===== src/rtl/acc_align_pkg.sv =====
// Package: shared types and helpers for the alignment check and split
// detector. Assumes a two-bit mode code and two-bit privilege level.
package acc_align_pkg;

    // Execution mode codes as seen at the block's mode input.
    typedef enum logic [1:0] {
        MODE_REAL  = 2'b00,
        MODE_PROT  = 2'b01,
        MODE_V86   = 2'b10,
        MODE_OTHER = 2'b11
    } exec_mode_e;

    // Privilege level at which alignment checking may take effect.
    localparam logic [1:0] PRIV_USER = 2'd3;

    // True for the modes in which alignment checking is defined.
    function automatic logic mode_allows_check(input exec_mode_e m);
        return (m == MODE_PROT) || (m == MODE_V86);
    endfunction

endpackage


===== src/rtl/acc_split_detect.sv =====
// Split and misalignment detector (combinational).
// Computes the address of the last byte of an access and compares the line
// and page numbers of the first and last bytes. A carry out of the top of
// the address space also counts as a split. Sizes are powers of two; size
// codes above MAX_SIZE_LG are clamped to it. Assumes MAX_SIZE_LG <= LINE_LG.
module acc_split_detect #(
    parameter int ADDR_W      = 32,
    parameter int SIZE_LG_W   = 3,
    parameter int MAX_SIZE_LG = 6,
    parameter int LINE_LG     = 6,
    parameter int PAGE_LG     = 12
) (
    input  logic [ADDR_W-1:0]    addr,
    input  logic [SIZE_LG_W-1:0] size_lg,
    output logic                 misaligned,
    output logic                 line_split,
    output logic                 page_split
);
    localparam int AW1 = ADDR_W + 1;

    logic [SIZE_LG_W-1:0] eff_lg;
    logic [AW1-1:0]       size_m1;
    logic [AW1-1:0]       last_addr;
    logic [AW1-1:0]       first_addr;

    // Clamp the size code and form (size - 1) as an address-wide mask.
    always_comb begin
        eff_lg  = (size_lg > SIZE_LG_W'(MAX_SIZE_LG)) ? SIZE_LG_W'(MAX_SIZE_LG) : size_lg;
        size_m1 = (AW1'(1) << eff_lg) - AW1'(1);
    end

    // Locate the last byte, with one extra bit to catch wrap-around.
    always_comb begin
        first_addr = {1'b0, addr};
        last_addr  = first_addr + size_m1;
    end

    // Misaligned when any address bit below the size is set; split when the
    // line or page index of the last byte differs from that of the first.
    always_comb begin
        misaligned = |(addr & size_m1[ADDR_W-1:0]);
        line_split = (last_addr[AW1-1:LINE_LG] != first_addr[AW1-1:LINE_LG]);
        page_split = (last_addr[AW1-1:PAGE_LG] != first_addr[AW1-1:PAGE_LG]);
    end

endmodule


===== src/rtl/acc_fault_gate.sv =====
// Alignment fault gate (combinational).
// Raises a fault request only for a valid, misaligned access when both
// enable bits are set, the privilege level is the user level and the mode
// is one in which checking is defined. Assumes inputs are stable in-cycle.
module acc_fault_gate
    import acc_align_pkg::*;
(
    input  logic       valid,
    input  logic       misaligned,
    input  logic       mask_en,
    input  logic       chk_en,
    input  logic [1:0] priv,
    input  logic [1:0] mode,
    output logic       fault_req
);
    logic enables_ok;
    logic priv_ok;
    logic mode_ok;

    // Evaluate each gating term separately, then combine with the access.
    always_comb begin
        enables_ok = mask_en & chk_en;
        priv_ok    = (priv == PRIV_USER);
        mode_ok    = mode_allows_check(exec_mode_e'(mode));
        fault_req  = valid & misaligned & enables_ok & priv_ok & mode_ok;
    end

endmodule


===== src/rtl/acc_sat_counter.sv =====
// Saturating event counter with synchronous clear.
// Adds one per cycle with inc set, holds at the all-ones value, and returns
// to zero on clr (which wins over inc) or on the active-low reset.
module acc_sat_counter #(
    parameter int CNT_W = 32
) (
    input  logic             clk,
    input  logic             rst_n,
    input  logic             clr,
    input  logic             inc,
    output logic [CNT_W-1:0] cnt
);
    localparam logic [CNT_W-1:0] CNT_MAX = '1;

    // Count register: reset/clear first, then saturating increment.
    always_ff @(posedge clk) begin
        if (!rst_n || clr) begin
            cnt <= '0;
        end else if (inc && (cnt != CNT_MAX)) begin
            cnt <= cnt + CNT_W'(1);
        end
    end


    clear_zero_chk: assert property (@(posedge clk) disable iff (!rst_n)
        clr |=> (cnt == '0));


    hold_at_max_chk: assert property (@(posedge clk) disable iff (!rst_n)
        (!clr && cnt == CNT_MAX) |=> (cnt == CNT_MAX));


    idle_hold_chk: assert property (@(posedge clk) disable iff (!rst_n)
        (!clr && !inc) |=> $stable(cnt));

endmodule


===== src/rtl/acc_align_split.sv =====
// Alignment check and split detector, top level.
// Registers the fault, line-split and page-split results of each access
// for one cycle and keeps separate saturating counts of split loads and
// split stores. Assumes at most one access per cycle.
module acc_align_split
    import acc_align_pkg::*;
#(
    parameter int ADDR_W      = 32,
    parameter int CNT_W       = 32,
    parameter int LINE_LG     = 6,
    parameter int PAGE_LG     = 12,
    parameter int MAX_SIZE_LG = 6
) (
    input  logic              clk,
    input  logic              rst_n,
    input  logic              acc_valid,
    input  logic [ADDR_W-1:0] acc_addr,
    input  logic [2:0]        acc_size_lg,
    input  logic              acc_is_store,
    input  logic              ctl_align_mask,
    input  logic              flg_align_chk,
    input  logic [1:0]        cur_priv,
    input  logic [1:0]        exec_mode,
    input  logic              cnt_clr,
    output logic              fault_pulse,
    output logic              split_line,
    output logic              split_page,
    output logic [CNT_W-1:0]  split_ld_cnt,
    output logic [CNT_W-1:0]  split_st_cnt
);
    localparam int NUM_CNT = 2;   // index 0: loads, index 1: stores

    logic             misal_d;
    logic             line_d;
    logic             page_d;
    logic             fault_d;
    logic [CNT_W-1:0] cnt_q [NUM_CNT];

    acc_split_detect #(
        .ADDR_W      (ADDR_W),
        .SIZE_LG_W   (3),
        .MAX_SIZE_LG (MAX_SIZE_LG),
        .LINE_LG     (LINE_LG),
        .PAGE_LG     (PAGE_LG)
    ) u_detect (
        .addr       (acc_addr),
        .size_lg    (acc_size_lg),
        .misaligned (misal_d),
        .line_split (line_d),
        .page_split (page_d)
    );

    acc_fault_gate u_gate (
        .valid      (acc_valid),
        .misaligned (misal_d),
        .mask_en    (ctl_align_mask),
        .chk_en     (flg_align_chk),
        .priv       (cur_priv),
        .mode       (exec_mode),
        .fault_req  (fault_d)
    );

    // Output stage: one-cycle result flags for the accepted access.
    always_ff @(posedge clk) begin
        if (!rst_n) begin
            fault_pulse <= 1'b0;
            split_line  <= 1'b0;
            split_page  <= 1'b0;
        end else begin
            fault_pulse <= fault_d;
            split_line  <= acc_valid & line_d;
            split_page  <= acc_valid & page_d;
        end
    end

    // One saturating counter per access direction.
    for (genvar gi = 0; gi < NUM_CNT; gi++) begin : g_cnt
        logic dir_match;
        assign dir_match = (acc_is_store == (gi == 1));
        acc_sat_counter #(.CNT_W(CNT_W)) u_cnt (
            .clk   (clk),
            .rst_n (rst_n),
            .clr   (cnt_clr),
            .inc   (acc_valid & line_d & dir_match),
            .cnt   (cnt_q[gi])
        );
    end

    assign split_ld_cnt = cnt_q[0];
    assign split_st_cnt = cnt_q[1];


    enable_gate_chk: assert property (@(posedge clk) disable iff (!rst_n)
        (!ctl_align_mask || !flg_align_chk) |=> !fault_pulse);


    priv_gate_chk: assert property (@(posedge clk) disable iff (!rst_n)
        (cur_priv != PRIV_USER) |=> !fault_pulse);


    mode_gate_chk: assert property (@(posedge clk) disable iff (!rst_n)
        (exec_mode == MODE_REAL || exec_mode == MODE_OTHER) |=> !fault_pulse);


    page_implies_line_chk: assert property (@(posedge clk) disable iff (!rst_n)
        split_page |-> split_line);


    idle_quiet_chk: assert property (@(posedge clk) disable iff (!rst_n)
        !acc_valid |=> (!fault_pulse && !split_line && !split_page));

endmodule


===== config.mk =====
export PLATFORM = sky130hd
export DESIGN_NAME = acc_align_split
export DESIGN_NICKNAME = d
export VERILOG_FILES = /design/src/rtl/acc_align_pkg.sv /design/src/rtl/acc_split_detect.sv /design/src/rtl/acc_fault_gate.sv /design/src/rtl/acc_sat_counter.sv /design/src/rtl/acc_align_split.sv
export SDC_FILE = /design/constraint.sdc
export NUM_CORES = 1
export LEC_CHECK = 0
export BUFFER_PORTS_ARGS = -buffer_cell sky130_fd_sc_hd__buf_2
export CAP_MARGIN = 20
export CORE_MARGIN = 1.5
export CORE_UTILIZATION = 57
export CTS_BUF_LIST = sky130_fd_sc_hd__clkbuf_16
export DETAILED_ROUTE_END_ITERATION = 12
export PLACE_DENSITY_LB_ADDON = 0.3
export REMOVE_ABC_BUFFERS = 1
export SLEW_MARGIN = 5
export SYNTH_ARGS = -nofsm -noshare
export SYNTH_HDL_FRONTEND = slang
export SYNTH_SLANG_ARGS = --single-unit

===== constraint.sdc =====
create_clock -name clk -period 4.65 [get_ports clk]
set_clock_uncertainty 0.15 [all_clocks]
set_input_delay 0 -clock clk [delete_from_list [all_inputs] [get_ports clk]]
set_output_delay 0 -clock clk [all_outputs]
set_load 0.02 [all_outputs]

==> summary.txt <==
Logic synthesis
  • EDFF count, synth: 0
  • Synth warn: 0
  • Synthesized area: around 5800 µm²
  • Syn_area_per_cell: 7.410 µm²
  • Asr flop ratio synth: 0%
  • Sequential area share after synthesis: 23.03%
  • Gate Count Post-Synth: 786
  • Ys flop type: dfxtp_1
  • Yosys cell types: 79
  • FF+latch count, synth: 67

Run status
  • Status: finished, final reports clean

Floorplan
  • Die W: 104.1 µm
  • Initial Util: 59.04%
  • Row cnt: 36
  • Die H: approximately 100 µm
  • # IOs: 113
  • CORE AREA: about 10000 µm²
  • Die area: 10830 µm²

Finish
  • Most frequent cells in the layout: 112 x buf_2, 87 x nor2_1, 78 x nand2_1
  • Most common cell after layout, fill and taps aside: buf_2
  • Fraction of layout cells with a size suffix above 1: 16.87%
  • Number of diodes: 0
  • Synthesis-to-finish area growth: 18.86%
  • Final core occ: 70.18%
  • Net count, final: 994

Setup path
  • Critical path endpoint category: flip-flop
  • Crit path required time: 4760 ps
  • Element type at the critical path start: input pin
  • Most used cell along the critical path: a21oi_1
  • Slowest stage delay, CP: ~670 ps
  • Critical path, cell by cell: buf_2 -> and2_1 -> ha_1 -> a21oi_1 -> o21ai_0 -> a21oi_1 -> a21boi_0 -> nor3_1 -> and4b_1 -> nand3_2 -> o21ai_2 -> buf_4 -> or4_1 -> or3_1 -> a21oi_1
  • Worst reg2reg endpoint: g_cnt[0].u_cnt.cnt[20]$_SDFFE_PP0P_
  • Setup CP Type: in2reg
  • Slowest stage cell, crit path: or4_1
  • Worst r2r path cells: 11
  • Worst R2R Start: g_cnt[0].u_cnt.cnt[10]$_SDFFE_PP0P_
  • CP arrival: 3870 ps
  • R2R setup slack: 1520 ps
  • Maximum fanout along the worst path: 36

Global route
  • First-pass GRT wire length: 29.88 mm
  • Total GRT Usage: between 30% and 40%
  • Vias in the first global route: 6019
  • Initial antenna violation count: 0
  • Grt ovf: 0
  • Largest net degree at the start of global routing: 37

Clock network
  • CTS tree: built
  • Clk sinks: 67
  • Reg clk slew, reported paths: 50 ps
  • CTS Buffer Depth: 2
  • Root Driver: clkbuf_16
  • CTS Buf Count: 9
  • Skew-Pair Late Insertion Delay: 330 ps
  • Htree depth: 3

Routing
  • Via count: 6714
  • First drt pass iteration count: 7
  • Routed vias/inst: 6.382
  • Routed wl met2: between 7 and 8 mm
  • Top Layer Used: met4
  • DR WL met3: 1.921 mm
  • Wl on met1: 8.041 mm
  • Final wirelength: about 18 mm
  • Remaining antenna violation count after routing: 0
  • Iter 0 DRT Violations: 540
  • DRC: 0
  • Avg WL per Cell: 17.54 µm

Timing
  • Min cycle time layout: 3762 ps
  • Final hold violation count: 0
  • Worst slew pin tran: 972.3 ps
  • RSZ-0062 raised after global routing: no
  • F_max: 265.8 MHz
  • Final setup fails: 0
  • Final Max Tran Viols: 0
  • Hold slack final: approximately 20 ps
  • Slew margin rel.: roughly a third
  • Setup_tns: 0 ps
  • Post-route clock period utilization: 80.90%

Power and ir drop
  • Leakage power: 2.762 nW
  • Pwr/cell area: around 250 nW/µm²
  • Pwr Total: 1.757 mW
  • Max VDD drop: 0.2460 mV

Min path
  • WHS Endpoint: g_cnt[1].u_cnt.cnt[20]$_SDFFE_PP0P_
  • Hold depth: 3
  • Hold Crit Class: in2reg
  • HP Start: acc_is_store

Placement
  • Port bufs: around 110
  • HPWL Detailed: ~14 mm
  • Placer Congestion: 1.046

Job
  • Max-cap violations: 0
==> area by class of cell <==
class                   count  area, µm²
clock buffers               9      225.2
multi-input cells         703       4410
fillers                   859       2942
repair buffers            121      640.6
well taps                 133      166.4
inverters                  12      45.04
flip-flops and latches     67       1341
clock inverters             7      93.84
==> synthesized netlist by cell type, drive strengths merged (3+ instances only) <==
cell type | instances | share of area [%]
o2bb2ai | 3 | 0.45
a21o | 5 | 0.64
nand4 | 31 | 3.3
nand2b | 4 | 0.43
buf | 8 | 0.88
and3 | 22 | 2.4
and2 | 8 | 0.86
nor2 | 87 | 5.6
and4 | 5 | 0.75
o31ai | 5 | 0.64
clkbuf | 18 | 1.2
a211oi | 9 | 1.5
mux2i | 4 | 0.69
nor3 | 34 | 2.9
or4 | 11 | 1.4
a31oi | 6 | 0.64
xor2 | 17 | 2.6
o31a | 3 | 0.45
nor4 | 20 | 2.3
nand2 | 79 | 5.2
or3 | 14 | 1.6
o211ai | 9 | 1.2
o311ai | 3 | 0.45
or2 | 7 | 0.75
a21boi | 4 | 0.52
o21a | 15 | 1.9
a21oi | 60 | 5.2
a31o | 6 | 0.90
o21ai | 45 | 3.9
dfxtp | 67 | 23
nor2b | 3 | 0.32
ha | 34 | 7.3
a211o | 4 | 0.60
xnor2 | 47 | 7.1
nand3 | 31 | 2.7
a41o | 3 | 0.52
a221oi | 4 | 0.60
inv | 12 | 0.77
==> cells by family (layout without fill, tap and decap cells) <==
| group | Yosys count | count (layout) | share of synthesized area (%) |
|---|---|---|---|
| flops | 67 | 67 | 23.03 |
| other cells | 2 | 24 | 0.1289 |
| buf+inv | 38 | 149 | 2.835 |
| compound gates | 211 | 211 | 24.21 |
| xor+xnor | 64 | 64 | 9.624 |
| mux | 4 | 4 | 0.6875 |
| simple gates | 366 | 366 | 32.18 |
| fa+ha+maj | 34 | 34 | 7.304 |
==> where the power goes <==
group | total (mW) | switching, mW | internal (mW)
Sequential | 0.577 | 0.00116 | 0.576
Clock | 0.722 | 0.254 | 0.468
Combinational | 0.457 | 0.291 | 0.167
Total | 1.76 | 0.546 | 1.21
==> worst max path at each step <==
stage | startpoint | endpoint | slack (ps)
final | acc_size_lg[1] | g_cnt[0].u_cnt.cnt[30]$_SDFFE_PP0P_ | 890
after global routing | acc_size_lg[1] | g_cnt[1].u_cnt.cnt[8]$_SDFFE_PP0P_ | 630
after CTS | acc_size_lg[1] | g_cnt[0].u_cnt.cnt[30]$_SDFFE_PP0P_ | 1010
after detailed placement | acc_size_lg[1] | g_cnt[0].u_cnt.cnt[30]$_SDFFE_PP0P_ | 670
after global placement | acc_size_lg[1] | g_cnt[0].u_cnt.cnt[30]$_SDFFE_PP0P_ | 780
after floorplan | acc_size_lg[1] | g_cnt[1].u_cnt.cnt[0]$_SDFFE_PP0P_ | 760
==> worst max-delay path, delay by kind of cell <==
kind	cells	cell delay [ps]
buf+inv	2	360
simple gates	6	1670
fa+ha+maj	1	330
compound gates	6	1480
==> timing repair <==
| action | in CTS | in global routing |
|---|---|---|
| gates resized for setup | 0 | 0 |
| setup endpoints to repair | 0 | 0 |
| buffers inserted | 0 | 0 |
| hold buffers | 5 | 0 |
| endpoints found under the hold margin | 3 | 0 |
==> metal layers <==
metal | vias up | global-route usage [%]
met3 | 56 | 8.709
met5 | - | 0
met2 | 361 | 50.99
met1 | 3094 | 46.88
met4 | 0 | 12.10
li1 | 3203 | -
==> per-stage QoR <==
stage                     cells  setup WS, ps  instance area (µm²)
after global placement     1031         781.2                 6554
after CTS                  1052          1014                 6923
after floorplan             782         761.7                 5787
after detailed placement   1031         672.6                 6554
after global routing       1052         630.0                 6923
final                      1052         888.4                 6923
==> state kept, by name, summed over array words and instances, names as in the netlist <==
register,count
g_cnt.u_cnt.cnt,64
fault_pulse,1
split_line,1
split_page,1
Power figures use the tool's default switching activity.
